<file path="config.mk">
export PLATFORM = sky130hd
export DESIGN_NAME = tod_pps_gen
export DESIGN_NICKNAME = d
export VERILOG_FILES = /design/src/rtl/pps_pkg.sv /design/src/rtl/sec_edge_det.sv /design/src/rtl/pps_stretch.sv /design/src/rtl/tod_pps_gen.sv
export SDC_FILE = /design/constraint.sdc
export NUM_CORES = 1
export LEC_CHECK = 0
export ABC_AREA = 1
export BUFFER_PORTS_ARGS = -buffer_cell sky130_fd_sc_hd__clkbuf_2
export CORE_ASPECT_RATIO = 0.5
export CORE_MARGIN = 2
export CORE_UTILIZATION = 45
export CTS_CLUSTER_DIAMETER = 40
export DETAILED_ROUTE_END_ITERATION = 12
export GPL_ROUTABILITY_DRIVEN = 0
export GPL_TIMING_DRIVEN = 0
export PLACE_DENSITY = 0.68
export SLEW_MARGIN = 25
export SYNTH_ARGS = -nofsm -noshare
export SYNTH_HDL_FRONTEND = slang
export SYNTH_SLANG_ARGS = --single-unit
</file>
<file path="constraint.sdc">
create_clock -name clk -period 5.1 [get_ports clk]
set_input_delay 1.53 -clock clk [delete_from_list [all_inputs] [get_ports clk]]
set_output_delay 1.53 -clock clk [all_outputs]
set_load 0.01 [all_outputs]
</file>
<file path="src/rtl/pps_pkg.sv">
package pps_pkg;
  parameter int unsigned REF_CLK_HZ   = 250_000_000;
  parameter int unsigned PPS_DEF_CYC  = REF_CLK_HZ / 10;

  typedef struct packed {
    logic roll;
    logic step;
  } sec_evt_t;
endpackage

</file>
<file path="src/rtl/sec_edge_det.sv">
module sec_edge_det #(
  parameter int unsigned SEC_W = 48
) (
  input  logic                clk,
  input  logic                rst_n,
  input  logic [SEC_W-1:0]    sec_i,
  output pps_pkg::sec_evt_t   evt_o,
  output logic                tick_o,
  output logic                step_o,
  output logic [SEC_W-1:0]    sec_o
);
  logic             armed_q, armed_d;
  logic [SEC_W-1:0] prev_q, prev_d;
  logic [SEC_W-1:0] sec_q, sec_d;
  logic             tick_q, step_q;
  logic [SEC_W-1:0] prev_inc;

  assign prev_inc = prev_q + SEC_W'(1);

  always_comb begin
    evt_o.roll = armed_q && (sec_i != prev_q);
    evt_o.step = evt_o.roll && (sec_i != prev_inc);
    armed_d    = 1'b1;
    prev_d     = sec_i;
    sec_d      = evt_o.roll ? sec_i : sec_q;
  end

  always_ff @(posedge clk or negedge rst_n) begin
    if (!rst_n) begin
      armed_q <= 1'b0;
      prev_q  <= '0;
      sec_q   <= '0;
      tick_q  <= 1'b0;
      step_q  <= 1'b0;
    end else begin
      armed_q <= armed_d;
      prev_q  <= prev_d;
      sec_q   <= sec_d;
      tick_q  <= evt_o.roll;
      step_q  <= evt_o.step;
    end
  end

  assign tick_o = tick_q;
  assign step_o = step_q;
  assign sec_o  = sec_q;
endmodule

</file>
<file path="src/rtl/pps_stretch.sv">
module pps_stretch #(
  parameter int unsigned PW_W   = 32,
  parameter int unsigned DEF_PW = pps_pkg::PPS_DEF_CYC
) (
  input  logic            clk,
  input  logic            rst_n,
  input  logic            roll_i,
  input  logic [PW_W-1:0] len_i,
  output logic            pps_o
);
  localparam logic [PW_W-1:0] DEF_LEN = PW_W'(DEF_PW);

  logic [PW_W-1:0] cnt_q, cnt_d;
  logic            pps_q, pps_d;
  logic [PW_W-1:0] eff_len;

  assign eff_len = (len_i == '0) ? DEF_LEN : len_i;

  always_comb begin
    cnt_d = cnt_q;
    pps_d = pps_q;
    if (roll_i) begin
      cnt_d = eff_len - PW_W'(1);
      pps_d = 1'b1;
    end else if (pps_q) begin
      if (cnt_q == '0) pps_d = 1'b0;
      else             cnt_d = cnt_q - PW_W'(1);
    end
  end

  always_ff @(posedge clk or negedge rst_n) begin
    if (!rst_n) begin
      cnt_q <= '0;
      pps_q <= 1'b0;
    end else begin
      cnt_q <= cnt_d;
      pps_q <= pps_d;
    end
  end

  assign pps_o = pps_q;
endmodule

</file>
<file path="src/rtl/tod_pps_gen.sv">
module tod_pps_gen #(
  parameter int unsigned SEC_W  = 48,
  parameter int unsigned FRAC_W = 46,
  parameter int unsigned PW_W   = 32,
  parameter int unsigned DEF_PW = pps_pkg::PPS_DEF_CYC
) (
  input  logic                    clk,
  input  logic                    rst_n,
  input  logic [SEC_W+FRAC_W-1:0] tod_i,
  input  logic [PW_W-1:0]         pulse_len_i,
  output logic                    pps_o,
  output logic                    tick_o,
  output logic                    step_o,
  output logic [SEC_W-1:0]        sec_o
);
  localparam int unsigned TOD_W = SEC_W + FRAC_W;

  logic              rst_q1, rst_ls_n;
  logic [SEC_W-1:0]  sec_field;
  logic              frac_unused;
  pps_pkg::sec_evt_t evt;

  always_ff @(posedge clk or negedge rst_n) begin
    if (!rst_n) begin
      rst_q1   <= 1'b0;
      rst_ls_n <= 1'b0;
    end else begin
      rst_q1   <= 1'b1;
      rst_ls_n <= rst_q1;
    end
  end

  assign sec_field   = tod_i[TOD_W-1:FRAC_W];
  assign frac_unused = ^tod_i[FRAC_W-1:0];

  sec_edge_det #(.SEC_W(SEC_W)) u_det (
    .clk    (clk),
    .rst_n  (rst_ls_n),
    .sec_i  (sec_field),
    .evt_o  (evt),
    .tick_o (tick_o),
    .step_o (step_o),
    .sec_o  (sec_o)
  );

  pps_stretch #(.PW_W(PW_W), .DEF_PW(DEF_PW)) u_str (
    .clk    (clk),
    .rst_n  (rst_ls_n),
    .roll_i (evt.roll),
    .len_i  (pulse_len_i),
    .pps_o  (pps_o)
  );
endmodule

</file>
=== Yosys cells after proc, flatten, opt, wreduce, memory -nomap -nowiden ===
Index checks and enable logic that the tools add are counted.
Widths: inputs -> output; s select.

* Bits in registers: 134
* Bits in latches: 0
* Memory bits (writable): 0
* ROM bits: 0
* Input port bits: 128
* Output and inout bits: 51
* Logic and storage cells: 28
* Memories: 0

* Add/sub/neg operators: 3
* Multipliers: 0
* Div/mod/pow operators: 0
* $lt $le $gt $ge: 0
* Equal/unequal tests: 3
* Shift-type cells: 0
* Multiplexer cells: 7
* Bitwise logic cells: 0
* Reductions and logical operators: 6

{| class="wikitable"
|+ Operators by type and width
! kind !! count
|-
| $mux 32 || 4
|-
| $ne 48x48->1 || 2
|-
| $logic_not 32->1 || 2
|-
| $sub 32x1->32 const B || 2
|-
| $add 48x1->48 const B || 1
|-
| $mux 1 || 3
|-
| $logic_and 1x1->1 || 2
|-
| $ne 2x1->1 const B || 1
|-
| $reduce_and 2->1 || 1
|-
| $reduce_bool 2->1 || 1
|}

=== Depth between registers and ports, before layout ===
* Word-level depth: 4
* Depth in mapped cells: 23
* Depth with buffers taken out: 22

=== By module ===
A second synthesis with hierarchy kept.

* Cell total of the unflattened synthesis: 1,271
* Area, all modules: 8,739.6 µm²

{| class="wikitable"
|+ Modules (own cells, without submodules)
! module !! instances !! cells an instance !! area an instance (µm²) !! sequential area each (µm²)
|-
| sec_edge_det || 1 || 799 || 5,669.2 || 2,477.4
|-
| pps_stretch || 1 || 469 || 3,016.6 || 825.8
|-
| tod_pps_gen || 1 || 3 || 53.8 || 50.0
|}

=== Least setup slack after synthesis ===
OpenSTA, ideal clock, no wires.

* Kind: input-to-reg
* Start point: input port tod_i[90]
* End point: register u_str.cnt_q[26]
* Setup time: 0.117 ns
* Data arrival time: 3.447 ns
* Data required time: 4.983 ns
* Slack: 1.536 ns
* Stages: 18
* Path buffers: 1
* Path through: xnor2_1 -> nand2_1 -> nor2_1 -> nand2_1 -> nor2_1 -> nand3_2 -> nand2_4 -> buf_12 -> o21ai_1 -> inv_1 -> ha_1 -> nand2_1 -> nor2_2 -> nand3_1 -> nor2_2 -> nand3_1 -> nand3_1 -> nand2_1

* Cells in the longest elaborated chain, start to end: 4
* Elaborated cells between the ends (all ways): 6
* Classes of those cells: eq/ne (2); mux (1); reduce/logical (3)

{| class="wikitable"
|+ Ends and longest elaborated chain
! element !! RTL line !! source
|-
| from (decl) || tod_pps_gen.sv:9 || <nowiki>input logic [SEC_W+FRAC_W-1:0] tod_i,</nowiki>
|-
| $ne 48x48->1 * || sec_edge_det.sv:21 || <nowiki>evt_o.roll = armed_q && (sec_i != prev_q);</nowiki>
|-
| $logic_and 1x1->1 * || sec_edge_det.sv:21 ||
|-
| $ne 2x1->1 (no source line) or $reduce_bool 2->1 (tied branches) || -- ||
|-
| $reduce_and 2->1 (no source line) || -- ||
|-
| to (signal assigned) || pps_stretch.sv:36 || <nowiki>cnt_q <= cnt_d;</nowiki>
|-
| to (decl) || pps_stretch.sv:13 || <nowiki>logic [PW_W-1:0] cnt_q, cnt_d;</nowiki>
|}

Every way passes the cells marked *; elsewhere a longest branch is shown, timed or not.
A chain may end at the register's enable or synchronous reset.

=== Final worst setup path ===
* Start point: input port tod_i[46]
* End point: register u_str.cnt_q[20]

Same word-level chain as after synthesis.

==> out/metrics.cfg <==
[place]
hpwlAfterDp_mm=18.95
io_buffers=132
placed_area_um2=9761
dpl.cell_count=1664

[synth]
ys_types=40
synth_ff_type=dfrtp_1
synth_most_common_cell=nand2_1
syn_area_um2=8713
synth_edf_count=0
synth_xor_area_share_pct=8.989
seq_area_frac_synth_pct=38.48
synth_simple_gate_area_share_pct=39.82
synth_top_family_by_area=simple AND/OR/NAND/NOR gates
yosysTopAreaCellShare_pct=38.48
synth_compound_area_share_pct=3.676
synthMuxAreaShare_pct=0
syn_inst=1270
post-synth-top-area-cell=dfrtp_1
ys_async_sr_fraction_pct=100.0
synth.avg_cell_area_um2=6.861
synth_commonest_cells=nand2_1 (483), inv_1 (140), nor2_1 (139)
ys_ff_latch=134
synthAdderAreaFrac_pct=0.2872
synth_area_leaders=dfrtp_1 (38%), nand2_1 (21%), inv_1 (6.0%)
ys.warnings.count=0

[cts]
ctsHtreeMaxLevel=4
clockBufferDepth=2
cts_tree=done
insertion_delay_ns=0.43
clk_pin_slew_ns=0.06
cts_num_sinks=134
cts_buffers=17
cts_resized=0
postCtsHoldBufs=0
root_buffer=clkbuf_16
postCtsSetupBuffers=0

[floorplanning]
rows=35
chipWidth_um=200.8
core-area_um2=18700
ios=179
start_util_pct=46.60
die-area_um2=20560
die_h_um=102.4

[outcome]
status=finished clean

[global_routing]
grt_first_pass_wirelength_mm=39.85
grt_usage_pct=24.49
overflow=0
antenna_found_initial=0
grt_max_degree=52
grt_pass1_vias=8128

[critical_path]
critPathKind=input pin to flip-flop
required_ns=5.41
startpoint_type=input pin
cpMostUsedCell=nand2_1
cp_slowest_cell=nor2_1
worstSetupEndpointType=flip-flop
path_max_fanout=10
crit_arrival_ns=4.30
max_stage_delay_ns=0.24
crit_chain=clkbuf_2 > inv_1 > nand2_1 > nand2_1 > nand3_1 > nor2_1 > nand2_1 > nor2_1 > nand3_2 > nand2_4 > buf_12 > o21ai_1 > inv_1 > ha_1 > nand2_1 > nor2_2 > nand2_2 > nor2_2 > nand3_1 > nand3_1 > o21ai_1

[power]
leakagePower_nw=5.318
irDropWorstVdd_uv=232.0
p_per_area_nw_per_um2=302.6

[sta]
slew-limit-headroom_pct=59.18
timing.hold.ws_ns=0.3310
setup_viol=0
rsz0062_at_grt=no
fmax_mhz=250.6
finalWorstPathRequiredPeriod_ns=3.991
tns_ns=0
final_hold_viol_count=0
slew_violations=0
timing_worst_slew_pin_value_ns=0.6123
clock_skew_ns=0.01245
post-route-period-util_pct=78.25

[flow_run]
maxCapViolCount=0

[min_path]
hp-class=flip-flop to asynchronous set/reset pin

[layout]
syn_to_final_growth_pct=19.99
instances_no_fill=1696
final_layout_size_suffix_gt1_share_pct=16.56
final_nets=1554
diodes=0
fill_cells=1837
stdcell_area_um2=10460

[routing]
drcViolationCount=0
wl_per_cell_um=14.40
viasPerCell=5.017
drtIter0Drc=631
vias=8509
dr.pass1.iters=7
ant_nets=0
drt_wl_total_mm=24.41

report_power, final:
| group | switching (mW) | internal, mW |
|---|---|---|
| registers | 0.0683 | 1.15 |
| clock network | 0.493 | 0.981 |
| logic | 0.293 | 0.182 |
path summary, 6_finish.rpt:
path | to | start | slack, ns | cells after the start
setup / recovery | u_str.cnt_q[20]$_DFFE_PN0P_ | tod_i[46] | 1.11 | 21
hold / removal | u_det.sec_o[4]$_DFFE_PN0N_ | rst_ls_n$_DFF_PN0_ | 0.33 | 0
setup reg to reg | u_str.cnt_q[20]$_DFFE_PN0P_ | u_det.prev_q[0]$_DFF_PN0_ | 1.92 | 20
hold reg to reg | u_det.sec_o[4]$_DFFE_PN0N_ | rst_ls_n$_DFF_PN0_ | 0.33 | 0
max in group asynchronous | u_str.cnt_q[16]$_DFFE_PN0P_ | rst_ls_n$_DFF_PN0_ | 3.84 | 2
min in group clk | rst_ls_n$_DFF_PN0_ | rst_q1$_DFF_PN0_ | 0.36 | 0
cell usage in the layout, fill, tap and decap left out, drive strengths merged, types with 3 or more instances in the layout:
master	count
nand2	503
clkbuf	164
nor2	159
inv	157
dfrtp	134
nand3	72
o21ai	54
xor2	38
xnor2	36
nand4	25
nor3	24
buf	17
nor4	10
bufinv	7
nand3b	6
xnor3	6
nor3b	3
a21oi	3
clkinv	3
sequential cells by signal, summed over array words and instances (netlist names):
signal,cells
u_det.prev_q,48
u_det.sec_o,48
u_str.cnt_q,32
rst_ls_n,1
rst_q1,1
u_det.armed_q,1
u_det.step_o,1
u_det.tick_o,1
u_str.pps_o,1
worst max-delay path: cells and delay by family:
family / cells / cell delay, ns
AO/OA/AOI/OAI: 2 / 0.19
AND/OR/NAND/NOR: 14 / 1.86
buffers and inverters: 4 / 0.52
adder cells (fa/ha/maj): 1 / 0.18
layer usage:
layer  vias to the layer above  part of all wire [%]  track usage, %
met4                         0                   1.7           7.009
met2                       270                    47           43.00
met5                         -                     0               0
li1                       4243                     -               -
met3                        37                   6.1           4.145
met1                      3959                    45           31.73
logic make-up (layout without fill, tap and decap cells):
logic type               after synthesis  count (layout)
AO/OA/AOI/OAI                         62              62
XOR/XNOR                              80              80
adder cells (fa/ha/maj)                2               2
buffers and inverters                184             350
flip-flops                           134             134
other                                  1               2
AND/OR/NAND/NOR                      807             807
metrics by stage:
stage	power (mW)	worst slack, ns	util (%)
5_1_grt	3.309	0.9534	55.91
4_1_cts	3.183	1.175	55.91
3_5_place_dp	1.706	0.8109	52.20
2_1_floorplan	1.532	1.090	-
6_report	3.164	1.109	55.91
3_3_place_gp	1.686	-0.6375	51.88
area by class of cell:
type                       count  area, um^2  share of cell area (%)
buffer                        27       168.9                   1.616
clock buffer                  20       446.7                   4.272
clock inverter                12       247.7                   2.370
inverter                     157       589.3                   5.637
multi-input combinational    953        4606                   44.05
sequential                   134        3357                   32.11
tap                          259       324.1                   3.100
timing repair buffer         134       715.7                   6.845
No activity file was read; power rests on OpenSTA's default activity.
